===== src/rtl/i3c_cmdq_pkg.sv =====
package i3c_cmdq_pkg;
  // command-port word kinds (bits 2:0)
  localparam logic [2:0] ATTR_CMD   = 3'd0;
  localparam logic [2:0] ATTR_ARG   = 3'd1;
  localparam logic [2:0] ATTR_SHORT = 3'd2;

  // register word addresses
  localparam logic [2:0] REG_CTRL  = 3'd0;
  localparam logic [2:0] REG_CMDP  = 3'd1;
  localparam logic [2:0] REG_RESP  = 3'd2;
  localparam logic [2:0] REG_QSTAT = 3'd3;
  localparam logic [2:0] REG_DSTAT = 3'd4;

  typedef struct packed {
    logic [31:0] arg;
    logic [31:0] cmd;
  } cmdq_entry_t;
endpackage


===== src/rtl/i3c_cmdq_fifo.sv =====
module i3c_cmdq_fifo #(
  parameter int W     = 32,
  parameter int DEPTH = 4,
  localparam int CW   = $clog2(DEPTH + 1)
) (
  input  logic          clk,
  input  logic          rst_n,
  input  logic          push,
  input  logic [W-1:0]  din,
  input  logic          pop,
  output logic [W-1:0]  dout,
  output logic          full,
  output logic          empty,
  output logic [CW-1:0] count
);
  localparam int AW = (DEPTH > 1) ? $clog2(DEPTH) : 1;

  logic [W-1:0]  mem [DEPTH];
  logic [AW-1:0] wp, rp;
  logic          push_ok, pop_ok;

  assign full    = (count == CW'(DEPTH));
  assign empty   = (count == '0);
  assign push_ok = push && !full;
  assign pop_ok  = pop && !empty;
  assign dout    = mem[rp];

  always_ff @(posedge clk) begin
    if (push_ok) mem[wp] <= din;
  end

  always_ff @(posedge clk) begin
    if (!rst_n) begin
      wp    <= '0;
      rp    <= '0;
      count <= '0;
    end else begin
      if (push_ok) wp <= (wp == AW'(DEPTH - 1)) ? '0 : wp + 1'b1;
      if (pop_ok)  rp <= (rp == AW'(DEPTH - 1)) ? '0 : rp + 1'b1;
      case ({push_ok, pop_ok})
        2'b10:   count <= count + 1'b1;
        2'b01:   count <= count - 1'b1;
        default: ;
      endcase
    end
  end

  // a push into a full FIFO is dropped
  p_no_overflow_r10: assert property (@(posedge clk) disable iff (!rst_n)
    (push && full && !pop) |=> full);
  p_bound_r9: assert property (@(posedge clk) disable iff (!rst_n)
    count <= CW'(DEPTH));
  p_no_underflow_r9: assert property (@(posedge clk) disable iff (!rst_n)
    (pop && empty && !push) |=> empty);
endmodule


===== src/rtl/i3c_cmdq_pair.sv =====
module i3c_cmdq_pair
  import i3c_cmdq_pkg::*;
(
  input  logic        clk,
  input  logic        rst_n,
  input  logic        wr,
  input  logic [31:0] wdata,
  output logic        push,
  output cmdq_entry_t entry
);
  logic [31:0] arg_q;
  logic        arg_v;
  logic [2:0]  attr;

  assign attr = wdata[2:0];

  always_comb begin
    push      = wr && (attr == ATTR_CMD);
    entry.cmd = wdata;
    entry.arg = arg_v ? arg_q : 32'h0;
  end

  always_ff @(posedge clk) begin
    if (!rst_n) begin
      arg_q <= '0;
      arg_v <= 1'b0;
    end else if (wr) begin
      if (attr == ATTR_ARG || attr == ATTR_SHORT) begin
        arg_q <= wdata;
        arg_v <= 1'b1;
      end else if (attr == ATTR_CMD) begin
        arg_v <= 1'b0;
      end
    end
  end

  p_arg_used_once_r2: assert property (@(posedge clk) disable iff (!rst_n)
    push |=> !arg_v);
  p_unknown_kind_r1: assert property (@(posedge clk) disable iff (!rst_n)
    (wr && attr > ATTR_SHORT) |=> ($stable(arg_v) && $stable(arg_q)));
endmodule


===== src/rtl/i3c_cmdq_front.sv =====
module i3c_cmdq_front
  import i3c_cmdq_pkg::*;
#(
  parameter int CMD_DEPTH  = 4,
  parameter int RESP_DEPTH = 4
) (
  input  logic        clk,
  input  logic        rst_n,
  input  logic        csr_we,
  input  logic        csr_re,
  input  logic [2:0]  csr_addr,
  input  logic [31:0] csr_wdata,
  output logic [31:0] csr_rdata,
  input  logic [7:0]  tx_free,
  input  logic [7:0]  rx_level,
  output logic        xfer_valid,
  input  logic        xfer_ready,
  output logic [3:0]  xfer_tid,
  output logic [7:0]  xfer_ccc,
  output logic        xfer_ccc_en,
  output logic [4:0]  xfer_dev,
  output logic [2:0]  xfer_speed,
  output logic        xfer_rnw,
  output logic        xfer_short,
  output logic        xfer_toc,
  output logic        xfer_pec,
  output logic [15:0] xfer_len,
  output logic [23:0] xfer_arg_bytes,
  input  logic        done_valid,
  input  logic [15:0] done_len,
  input  logic [3:0]  done_err
);
  localparam int CCW = $clog2(CMD_DEPTH + 1);
  localparam int RCW = $clog2(RESP_DEPTH + 1);
  localparam logic [CCW-1:0] CDEP = CCW'(CMD_DEPTH);

  logic            en_q, halted, busy;
  logic            fl_roc;
  logic [3:0]      fl_tid;
  logic [7:0]      fl_ccc;

  logic            ctrl_wr, cmd_wr, resume;
  logic            pr_push;
  cmdq_entry_t     pr_entry, head;
  logic            cq_full, cq_empty, cq_pop;
  logic [CCW-1:0]  cq_count, cq_free;
  logic            rq_push, rq_pop, rq_full, rq_empty;
  logic [31:0]     rq_din, rq_dout;
  logic [RCW-1:0]  rq_count;
  logic            fire, finish;
  logic            unused_bits;

  assign ctrl_wr = csr_we && (csr_addr == REG_CTRL);
  assign cmd_wr  = csr_we && (csr_addr == REG_CMDP);
  assign resume  = ctrl_wr && csr_wdata[30];

  i3c_cmdq_pair u_pair (
    .clk   (clk),
    .rst_n (rst_n),
    .wr    (cmd_wr),
    .wdata (csr_wdata),
    .push  (pr_push),
    .entry (pr_entry)
  );

  i3c_cmdq_fifo #(.W($bits(cmdq_entry_t)), .DEPTH(CMD_DEPTH)) u_cmdq (
    .clk   (clk),
    .rst_n (rst_n),
    .push  (pr_push),
    .din   (pr_entry),
    .pop   (cq_pop),
    .dout  (head),
    .full  (cq_full),
    .empty (cq_empty),
    .count (cq_count)
  );

  // issue gate: enabled, not halted, idle, work queued, room for a response
  assign xfer_valid = en_q && !halted && !busy && !cq_empty && !rq_full;
  assign fire       = xfer_valid && xfer_ready;
  assign cq_pop     = fire;
  assign finish     = done_valid && busy;

  // descriptor decode of the queue head
  assign xfer_tid       = head.cmd[6:3];
  assign xfer_ccc       = head.cmd[14:7];
  assign xfer_ccc_en    = head.cmd[15];
  assign xfer_dev       = head.cmd[20:16];
  assign xfer_speed     = head.cmd[23:21];
  assign xfer_short     = head.cmd[27];
  assign xfer_rnw       = head.cmd[28];
  assign xfer_toc       = head.cmd[30];
  assign xfer_pec       = head.cmd[31];
  assign xfer_arg_bytes = head.arg[31:8];
  assign xfer_len       = head.cmd[27]
                        ? (16'(head.arg[3]) + 16'(head.arg[4]) + 16'(head.arg[5]))
                        : head.arg[31:16];
  assign unused_bits    = ^{head.cmd[2:0], head.cmd[25:24], head.cmd[29],
                            head.arg[7:6], head.arg[2:0], cq_full};

  always_ff @(posedge clk) begin
    if (!rst_n) begin
      en_q   <= 1'b0;
      halted <= 1'b0;
      busy   <= 1'b0;
      fl_roc <= 1'b0;
      fl_tid <= '0;
      fl_ccc <= '0;
    end else begin
      if (ctrl_wr) en_q <= csr_wdata[31];
      if (finish && done_err != 4'h0) halted <= 1'b1;
      else if (resume)                halted <= 1'b0;
      if (fire) begin
        busy   <= 1'b1;
        fl_roc <= head.cmd[26];
        fl_tid <= head.cmd[6:3];
        fl_ccc <= head.cmd[15] ? head.cmd[14:7] : 8'h00;
      end else if (finish) begin
        busy <= 1'b0;
      end
    end
  end

  assign rq_push = finish && fl_roc;
  assign rq_din  = {done_err, fl_tid, fl_ccc, done_len};
  assign rq_pop  = csr_re && (csr_addr == REG_RESP);

  i3c_cmdq_fifo #(.W(32), .DEPTH(RESP_DEPTH)) u_respq (
    .clk   (clk),
    .rst_n (rst_n),
    .push  (rq_push),
    .din   (rq_din),
    .pop   (rq_pop),
    .dout  (rq_dout),
    .full  (rq_full),
    .empty (rq_empty),
    .count (rq_count)
  );

  assign cq_free = CDEP - cq_count;

  always_comb begin
    case (csr_addr)
      REG_CTRL:  csr_rdata = {en_q, 31'h0};
      REG_RESP:  csr_rdata = rq_empty ? 32'h0 : rq_dout;
      REG_QSTAT: csr_rdata = {16'h0, 8'(rq_count), 8'(cq_free)};
      REG_DSTAT: csr_rdata = {8'h0, rx_level, 8'h0, tx_free};
      default:   csr_rdata = 32'h0;
    endcase
  end

  p_issue_enabled_r5: assert property (@(posedge clk) disable iff (!rst_n)
    xfer_valid |-> en_q);
  p_hold_r6: assert property (@(posedge clk) disable iff (!rst_n)
    (xfer_valid && !xfer_ready) |=> ((xfer_valid && $stable(xfer_tid)) || !en_q));
  p_single_r6: assert property (@(posedge clk) disable iff (!rst_n)
    busy |-> !xfer_valid);
  p_resp_room_r11: assert property (@(posedge clk) disable iff (!rst_n)
    rq_push |-> !rq_full);
  p_err_halts_r8: assert property (@(posedge clk) disable iff (!rst_n)
    (finish && done_err != 4'h0 && !resume) |=> !xfer_valid);
endmodule


===== config.mk =====
export PLATFORM = sky130hd
export DESIGN_NAME = i3c_cmdq_front
export DESIGN_NICKNAME = d
export VERILOG_FILES = /design/src/rtl/i3c_cmdq_pkg.sv /design/src/rtl/i3c_cmdq_fifo.sv /design/src/rtl/i3c_cmdq_pair.sv /design/src/rtl/i3c_cmdq_front.sv
export SDC_FILE = /design/constraint.sdc
export NUM_CORES = 1
export LEC_CHECK = 0
export BUFFER_PORTS_ARGS = -buffer_cell sky130_fd_sc_hd__buf_4
export CELL_PAD_IN_SITES_DETAIL_PLACEMENT = 0
export CELL_PAD_IN_SITES_GLOBAL_PLACEMENT = 1
export CORE_ASPECT_RATIO = 1.2
export CORE_MARGIN = 3
export CORE_UTILIZATION = 45
export DETAILED_ROUTE_END_ITERATION = 10
export PLACE_DENSITY_LB_ADDON = 0.2
export SLEW_MARGIN = 20
export SYNTH_ARGS = -nofsm -noshare
export SYNTH_HDL_FRONTEND = slang
export SYNTH_SLANG_ARGS = --single-unit

===== constraint.sdc =====
create_clock -name clk -period 3 [get_ports clk]
set_clock_uncertainty 0.15 [all_clocks]
set_input_delay 0.45 -clock clk [delete_from_list [all_inputs] [get_ports clk]]
set_output_delay 0.45 -clock clk [all_outputs]
set_load 0.05 [all_outputs]

* Yosys cells after proc, flatten, opt, wreduce, memory -nomap -nowiden
Memories as Yosys holds them, arrays and structs flattened. A register that Yosys moved wholly into a read port is not among the register bits.
Index checks and enable logic that the tools add are counted.
** Operators by class
- Add/sub/neg operators :: 11
- Eq/ne operators :: 16
- Multiplexer cells :: 25
- Reductions and logical operators :: 36
** Operator list (count)
- $pmux W32 S4 :: 1
- $mux W32 :: 2
- $logic_and A1 B1 Y1 :: 17
- $mux W16 :: 1
- $mux W2 :: 8
- $eq A2 B2 Y1 const B :: 6
- $logic_not A3 Y1 :: 4
- $pmux W3 S2 :: 2
- $mux W1 :: 10
- $reduce_bool A2 Y1 :: 5
- $eq A3 B2 Y1 const B :: 3
- $eq A3 B3 Y1 const B :: 3
- $add A2 B1 Y2 const B :: 4
- $mux W8 :: 1
- $add A3 B1 Y3 const B :: 2
- $eq A3 B1 Y1 const B :: 2
- $logic_not A1 Y1 :: 6
- $sub A3 B1 Y3 const B :: 2
- $eq A2 B1 Y1 const B :: 2
- $reduce_and A2 Y1 :: 2
- $reduce_bool A4 Y1 :: 1
- $add A2 B1 Y3 :: 1
- $sub A3 B3 Y3 const A :: 1
- $add A1 B1 Y2 :: 1
- $logic_or A1 B1 Y1 :: 1
** Storage, ports and cells
- Bits in registers :: 63
- RAM bits :: 384
- Bits of input ports :: 77
- Output and inout port bits :: 98
- Word-level logic and storage cells :: 104
- Memories :: 2
** Memories
- u_cmdq.mem :: depth 4, bits a word 64, rd ports 1, clocked after memory_dff 1, wr ports 1, line i3c_cmdq_fifo.sv:18 : logic [W-1:0] mem [DEPTH];
- u_respq.mem :: depth 4, bits a word 32, rd ports 1, clocked after memory_dff 1, wr ports 1, line i3c_cmdq_fifo.sv:18

* Depth between registers and ports, before layout
Gate-level depths: netlist (run 1).
- Depth after elaboration :: 9
- Gate-level depth with buffers :: 12
- Depth with buffers taken out :: 12

* Modules after synthesis
A second synthesis (run 1) with hierarchy kept.
** Second synthesis, totals
- Cell total of the unflattened synthesis :: 969
- Area, all modules :: 18014.8 µm²
** By module, submodules not included
- i3c_cmdq_fifo at u_cmdq :: instances 1, cells each 390, area each 9804.4 µm²
- i3c_cmdq_fifo at u_respq :: instances 1, cells each 223, area each 5152.4 µm²
- i3c_cmdq_pair :: instances 1, cells each 212, area each 1790.5 µm²
- i3c_cmdq_front :: instances 1, cells each 144, area each 1267.5 µm²

* Worst setup path before layout (run 1)
No wires, ideal clock.
- Path kind :: register to output
- Start :: register (tool-made name)
- End :: output port xfer_len[0]
- Arrival :: 2789 ps
- Data required time :: 2400 ps
- Setup slack :: -389 ps
- Stages on the path, launching flop included :: 8
- Cell sequence :: dfxtp_1 > buf_6 > buf_4 > buf_2 > mux4_2 > inv_1 > fa_1 > mux2i_1
** RTL lines
- end: declaration :: line i3c_cmdq_front.sv:27 : output logic [15:0] xfer_len,

==> results of run 1 <==
-- layout by cell type (no fill, tap or decap), types with 15 or more instances in the layout --
cell type and n:
a21oi_1 42, a22o_1 17, and2_1 28, buf_4 202, clkbuf_16 43, dfxtp_1 59, dlygate4sd3_1 44, edfxtp_1 340
ha_1 15, inv_1 17, mux4_2 85, nand4_1 36, nor2b_1 15, o31ai_1 36
-- timing repair --
| action | CTS | global route |
|---|---|---|
| resized for setup | 6 | 5 |
| pin swaps | 1 | 1 |
| hold endpoints to repair | 176 | 0 |
| setup endpoints to repair | 13 | 6 |
| hold buffers | 44 | 0 |
| setup buffers | 3 | 1 |
-- how the worst min path moves through the flow --
stage / startpoint / to / slack (ns) / cells after the start
floorplan: u_pair.arg_q[10] / u_pair.arg_q[10] / 0.29 / 2
global placement: u_pair.arg_q[15] / u_pair.arg_q[15] / 0.30 / 2
detailed placement: u_pair.arg_q[5] / u_pair.arg_q[5] / 0.31 / 2
CTS: csr_wdata[31] / u_cmdq.mem[0][31] / 0.009 / 1
global route: csr_wdata[31] / u_cmdq.mem[2][31] / 0.008 / 1
finish: csr_wdata[31] / u_cmdq.mem[1][31] / 0.03 / 1
-- power breakdown --
part           switching, W  leakage (nW)  internal (W)
sequential       0.00000429          3.97       0.00601
clock               0.00206         0.678       0.00314
combinational      0.000189          2.45      0.000142
-- sequential cells by signal, summed over array words and instances, names as in the netlist, named ones only --
| register | count |
|---|---|
| u_cmdq.mem | 212 |
| u_cmdq.wp | 2 |
| u_pair.arg_v | 1 |
| fl_roc | 1 |
| halted | 1 |
| u_cmdq.count | 3 |
| en_q | 1 |
| fl_tid | 4 |
| u_respq.rp | 2 |
| u_respq.mem | 128 |
| u_pair.arg_q | 27 |
| u_respq.wp | 2 |
| busy | 1 |
| fl_ccc | 8 |
| u_respq.count | 3 |
| u_cmdq.rp | 2 |
-- stage by stage --
step,instances,hold slack [ns]
after floorplan,899,0.294
after global placement,1473,0.301
after detailed placement,1473,0.306
after CTS,1593,0.00902
after global routing,1594,0.00834
final,1594,0.0336
-- logic make-up (layout without fill, tap and decap cells) --
family / after synthesis / in the layout / synth area share, %
buffers and inverters: 121 / 354 / 4.11
AOI/OAI and AO/OA: 114 / 114 / 4.86
xor gates and xnor gates: 6 / 6 / 0.419
and+or+nand+nor: 147 / 147 / 5.85
DFF: 402 / 402 / 71.0
muxes: 91 / 91 / 12.2
adders and majority gates: 18 / 18 / 1.54
-- synth_stat cells (all sizes together) (6+ instances only) --
master	number	share of area [%]
buf	72	3.0
ha	15	1.2
edfxtp	340	63
inv	20	0.47
nand4	36	1.4
nor2b	15	0.58
a21oi	42	1.3
mux4	85	12
dfxtp	62	7.7
o31ai	36	1.7
nand2	7	0.16
and3	12	0.47
and2	36	1.4
nor2	13	0.35
a32o	8	0.50
a22o	17	0.92
clkbuf	29	0.67
mux2i	6	0.37
-- layer usage --
layer / vias to the layer above / global-route usage, %
met5: - / 0
met4: 0 / 4.78
met3: 47 / 2.94
met2: 232 / 30.9
met1: 4448 / 24.7
li1: 3952 / -
-- layout make-up --
class                      instances  share of cell area, %
sequential                       402                   58.0
multi-input combinational        376                   20.5
timing repair buffer             261                   11.2
clock buffer                      54                   5.80
tap                              462                   2.92
clock inverter                    19                   1.24
inverter                          20                  0.380
==> flow_summary.json, run 1 <==
{
  "outcome": "finished, violations left",
  "violations_in_the_final_reports": "negative setup slack",
  "regToRegEndpoint": "u_cmdq.count[2]",
  "cp.arrival_ns": 2.41,
  "std_cell_rows": 75,
  "synth.yosys.seq_area_share_pct": 71.0,
  "met3_wirelength_um": 1700,
  "fp.dieArea_mm2": 0.0382,
  "die_w_um": 179,
  "areaGrowthSynthToFinish_pct": 22.5,
  "global_placement_routability_congestion": 0.733,
  "antenna_found_initial": 0,
  "layout-drive-gt1-share_pct": 34.5,
  "sequential_cell_area_mm2": 0.0115,
  "hold_path_class": "in -> reg",
  "worstSetupEndpoint": "xfer_len[0]",
  "htree_levels": 2,
  "period_minus_slack_ns": 3.01,
  "synth_enable_flop_cells": 340,
  "nNetsFinal": 1196,
  "clk_pin_slew_ns": 0.06,
  "core_area_mm2": 0.0352,
  "antenna_cells": 0,
  "antenna_violating_nets_post_route": 0,
  "post_route_cell_area_mm2": 0.0198,
  "detailedPlacementHpwl_um": 21600,
  "setup.reg_to_reg.worst_slack_ns": 0.29,
  "violation_count_after_the_first_detailed_routing_iteration": 595,
  "avgViaCountPerCell": 5.44,
  "finalMaxSlewViolations": 0,
  "drc": 0,
  "synth.ff_latch_count": 402,
  "cp_num_cells": 5,
  "tritoncts.num_buffers": 40,
  "crit_buf_inv": 2,
  "cap_violations": 0,
  "area_of_the_multi_input_gates_mm2": 0.00405,
  "drtPass1Iterations": 5,
  "ys_warn_count": 0,
  "timing.setup.tns_ns": -0.00815,
  "wl_met1_um": 14800,
  "timing.final.crit_share_pct": 100,
  "start_util_pct": 45.8,
  "fillerInstances": 2797,
  "mappedNetlistArea_mm2": 0.0161,
  "end_kind": "output pin",
  "grt_pass1_vias": 8939,
  "port_buffers": 174,
  "cp_slowest_cell": "mux4_2",
  "worst_ir_drop_vdd_mv": 0.404,
  "mappedNetlistNets": 994,
  "total_power_w": 0.0115,
  "met2_wirelength_um": 17500,
  "cts_buffer_depth": 3,
  "finish.utilization_pct": 56.2,
  "grt_start_max_net_pins": 39,
  "final.setup.worst_slack_ns": -0.00815,
  "power-per-cell-area_mw_per_mm2": 584,
  "timing.slew.headroom_pct": 29.0,
  "number_of_setup_violations_in_the_final_report": 1,
  "first_pass_grt_wire_length_um": 52600,
  "r2r.worst_path.cells": 12,
  "syn-instance-count": 899,
  "die_height_um": 213,
  "clock_tree.root_cell": "clkbuf_16",
  "static_leakage_power_nw": 7.10,
  "postPlaceCellArea_mm2": 0.0178,
  "cp_max_fo": 6,
  "rr_startpoint": "u_cmdq.count[0]",
  "critical_path_class": "reg -> out",
  "cp_cell_sequence": "mux4_2 > inv_2 > fa_1 > mux2i_2 > buf_6",
  "finalWirelength_um": 34700,
  "most_frequently_used_flop_master_after_synthesis": "edfxtp_1",
  "clock_insertion_delay_worst_skew_ns": 0.54,
  "cts_num_sinks": 402,
  "routed-via-count": 8679,
  "globalRoute.totalOverflow": 0,
  "synth_async_sr_flop_share_pct": 0,
  "top_layer_used": "met4",
  "cp.required_ns": 2.40,
  "synth_cell_types": 51,
  "final-hold-violation-count": 0,
  "syn_area_per_cell_um2": 17.9,
  "worstMarginPinSlew_ns": 1.06,
  "rsz_0062_raised_after_global_routing": "true",
  "critical-path-max-stage-delay_ns": 0.52,
  "timing.critical_path.max_delay_family": "multiplexers",
  "ioPinCount": 175,
  "wire_per_inst_um": 21.8,
  "clock.fmax_ghz": 0.332,
  "grt_use_total_pct": 18.2,
  "tritoncts": "done",
  "place_ws_ns": 0.277,
  "critical_path.startpoint_type": "register"
}
Power figures use the tool's default switching activity.
==> run 2: changes to the inputs <==
- CTS_CLUSTER_SIZE: default -> 16
- MAX_ROUTING_LAYER: default -> met4
==> flow_summary.json, run 2 (synthesis results as in run 1) <==
{
  "antenna_cells": 0,
  "globalRoute.totalOverflow": 0,
  "worstMarginPinSlew_ns": 1.06,
  "drtPass1Iterations": 5,
  "clock_tree.root_cell": "clkbuf_16",
  "die_w_um": 179,
  "hold-worst-slack_ns": 0.0348,
  "largest_reg_flops": 212,
  "detailedPlacementHpwl_um": 21600,
  "timing.slew.headroom_pct": 29.5,
  "cts_buffer_depth": 3,
  "nNetsFinal": 1195,
  "cp.arrival_ns": 2.41,
  "core_area_mm2": 0.0352,
  "layout-drive-gt1-share_pct": 34.4,
  "htree_levels": 2,
  "cap_violations": 0,
  "clk_pin_slew_ns": 0.06,
  "end_kind": "output pin",
  "antenna_violating_nets_post_route": 0,
  "cp_max_fo": 6,
  "global_placement_routability_congestion": 0.742,
  "areaGrowthSynthToFinish_pct": 22.5,
  "die_height_um": 213,
  "start_util_pct": 45.8,
  "port_buffers": 174,
  "timing.final.crit_share_pct": 100,
  "final.setup.worst_slack_ns": -0.00623,
  "clock_insertion_delay_worst_skew_ns": 0.54,
  "area_of_the_multi_input_gates_mm2": 0.00405,
  "grt_start_max_net_pins": 39,
  "number_of_setup_violations_in_the_final_report": 1,
  "timing.setup.tns_ns": -0.00623,
  "cts_num_sinks": 402,
  "rsz_0062_raised_after_global_routing": "true",
  "wire_per_inst_um": 21.8,
  "drc": 0,
  "fp.dieArea_mm2": 0.0382,
  "critical_path.startpoint_type": "register",
  "cp.required_ns": 2.40,
  "critical_path_class": "reg -> out",
  "outcome": "finished, violations left",
  "final-hold-violation-count": 0,
  "fillerInstances": 2797,
  "power-per-cell-area_mw_per_mm2": 584,
  "std_cell_rows": 75,
  "violations_in_the_final_reports": "negative setup slack",
  "finalWirelength_um": 34700,
  "place_ws_ns": 0.277,
  "tritoncts.num_buffers": 40,
  "finalMaxSlewViolations": 0,
  "worst_ir_drop_vdd_mv": 0.403,
  "violation_count_after_the_first_detailed_routing_iteration": 618,
  "routed-via-count": 8653,
  "antenna_found_initial": 0,
  "period_minus_slack_ns": 3.01,
  "tritoncts": "done",
  "grt_pass1_vias": 8977,
  "layout_commonest_cell": "edfxtp_1",
  "first_pass_grt_wire_length_um": 52500,
  "ioPinCount": 175,
  "mostFrequentLayoutCells": "edfxtp_1, buf_4, mux4_2",
  "reg.largest.list": "u_cmdq.mem: 212 flops, u_respq.mem: 128 flops, u_pair.arg_q: 27 flops",
  "hold_path_class": "in -> reg",
  "avgViaCountPerCell": 5.43,
  "clock.fmax_ghz": 0.333,
  "static_leakage_power_nw": 7.09,
  "sequential_cell_area_mm2": 0.0115,
  "max_flop_register": "u_cmdq.mem",
  "grt_use_total_pct": 18.7
}
## run 2: worst paths after layout
path                                      start           endpoint  slack, ns  depth (start not counted)
worst min-delay path              csr_wdata[31]  u_cmdq.mem[1][31]       0.03                          1
worst max-delay path                   register        xfer_len[0]     -0.006                          5
worst min register to register  u_pair.arg_q[4]    u_pair.arg_q[4]       0.32                          2
worst max register to register  u_cmdq.count[0]    u_cmdq.count[2]       0.28                         12
## run 2: what timing repair did
item | CTS | global route
hold buffers | 44 | 0
setup endpoints to repair | 13 | 6
endpoints found under the hold margin | 176 | 0
buffers inserted | 3 | 1
pin swaps | 1 | 1
resized for setup | 6 | 5
## run 2: power breakdown
group	switching, W	internal [W]	total (W)
combinational	0.000189	0.000142	0.000331
sequential	0.00000427	0.00601	0.00602
clock	0.00206	0.00314	0.00520
total	0.00225	0.00930	0.0115
## run 2: per-stage QoR
step	cells	power (W)	cell area, µm²	util [%]
floorplan	899	0.00625	16100	-
global placement	1473	0.00642	17800	50.7
detailed placement	1473	0.00642	17800	50.7
CTS	1593	0.0117	19700	56.1
global route	1593	0.0119	19800	56.2
finish	1593	0.0115	19800	56.2
## run 2: cell type report
cell class	instances	area share [%]
multi-input cells	376	20.5
inverters	20	0.380
clock inverters	18	1.23
flip-flops and latches	402	58.0
clock buffers	55	5.83
well taps	462	2.93
repair buffers	260	11.1
## run 2: critical path, stage by stage (launching register included)
cell	delay (ns)
dfxtp_4	0.42
mux4_2	0.52
inv_2	0.07
fa_1	0.44
mux2i_2	0.23
buf_6	0.20
## run 2: layer usage
metal / wire length, µm / track usage [%] / part of all wire, % / up-vias
met1: 14900 / 24.6 / 43 / 4444
met4: 657 / 4.84 / 1.9 / 0
met2: 17500 / 30.9 / 51 / 206
met3: 1580 / 3.01 / 4.6 / 51
met5: 0 / - / 0 / -
li1: - / - / - / 3952
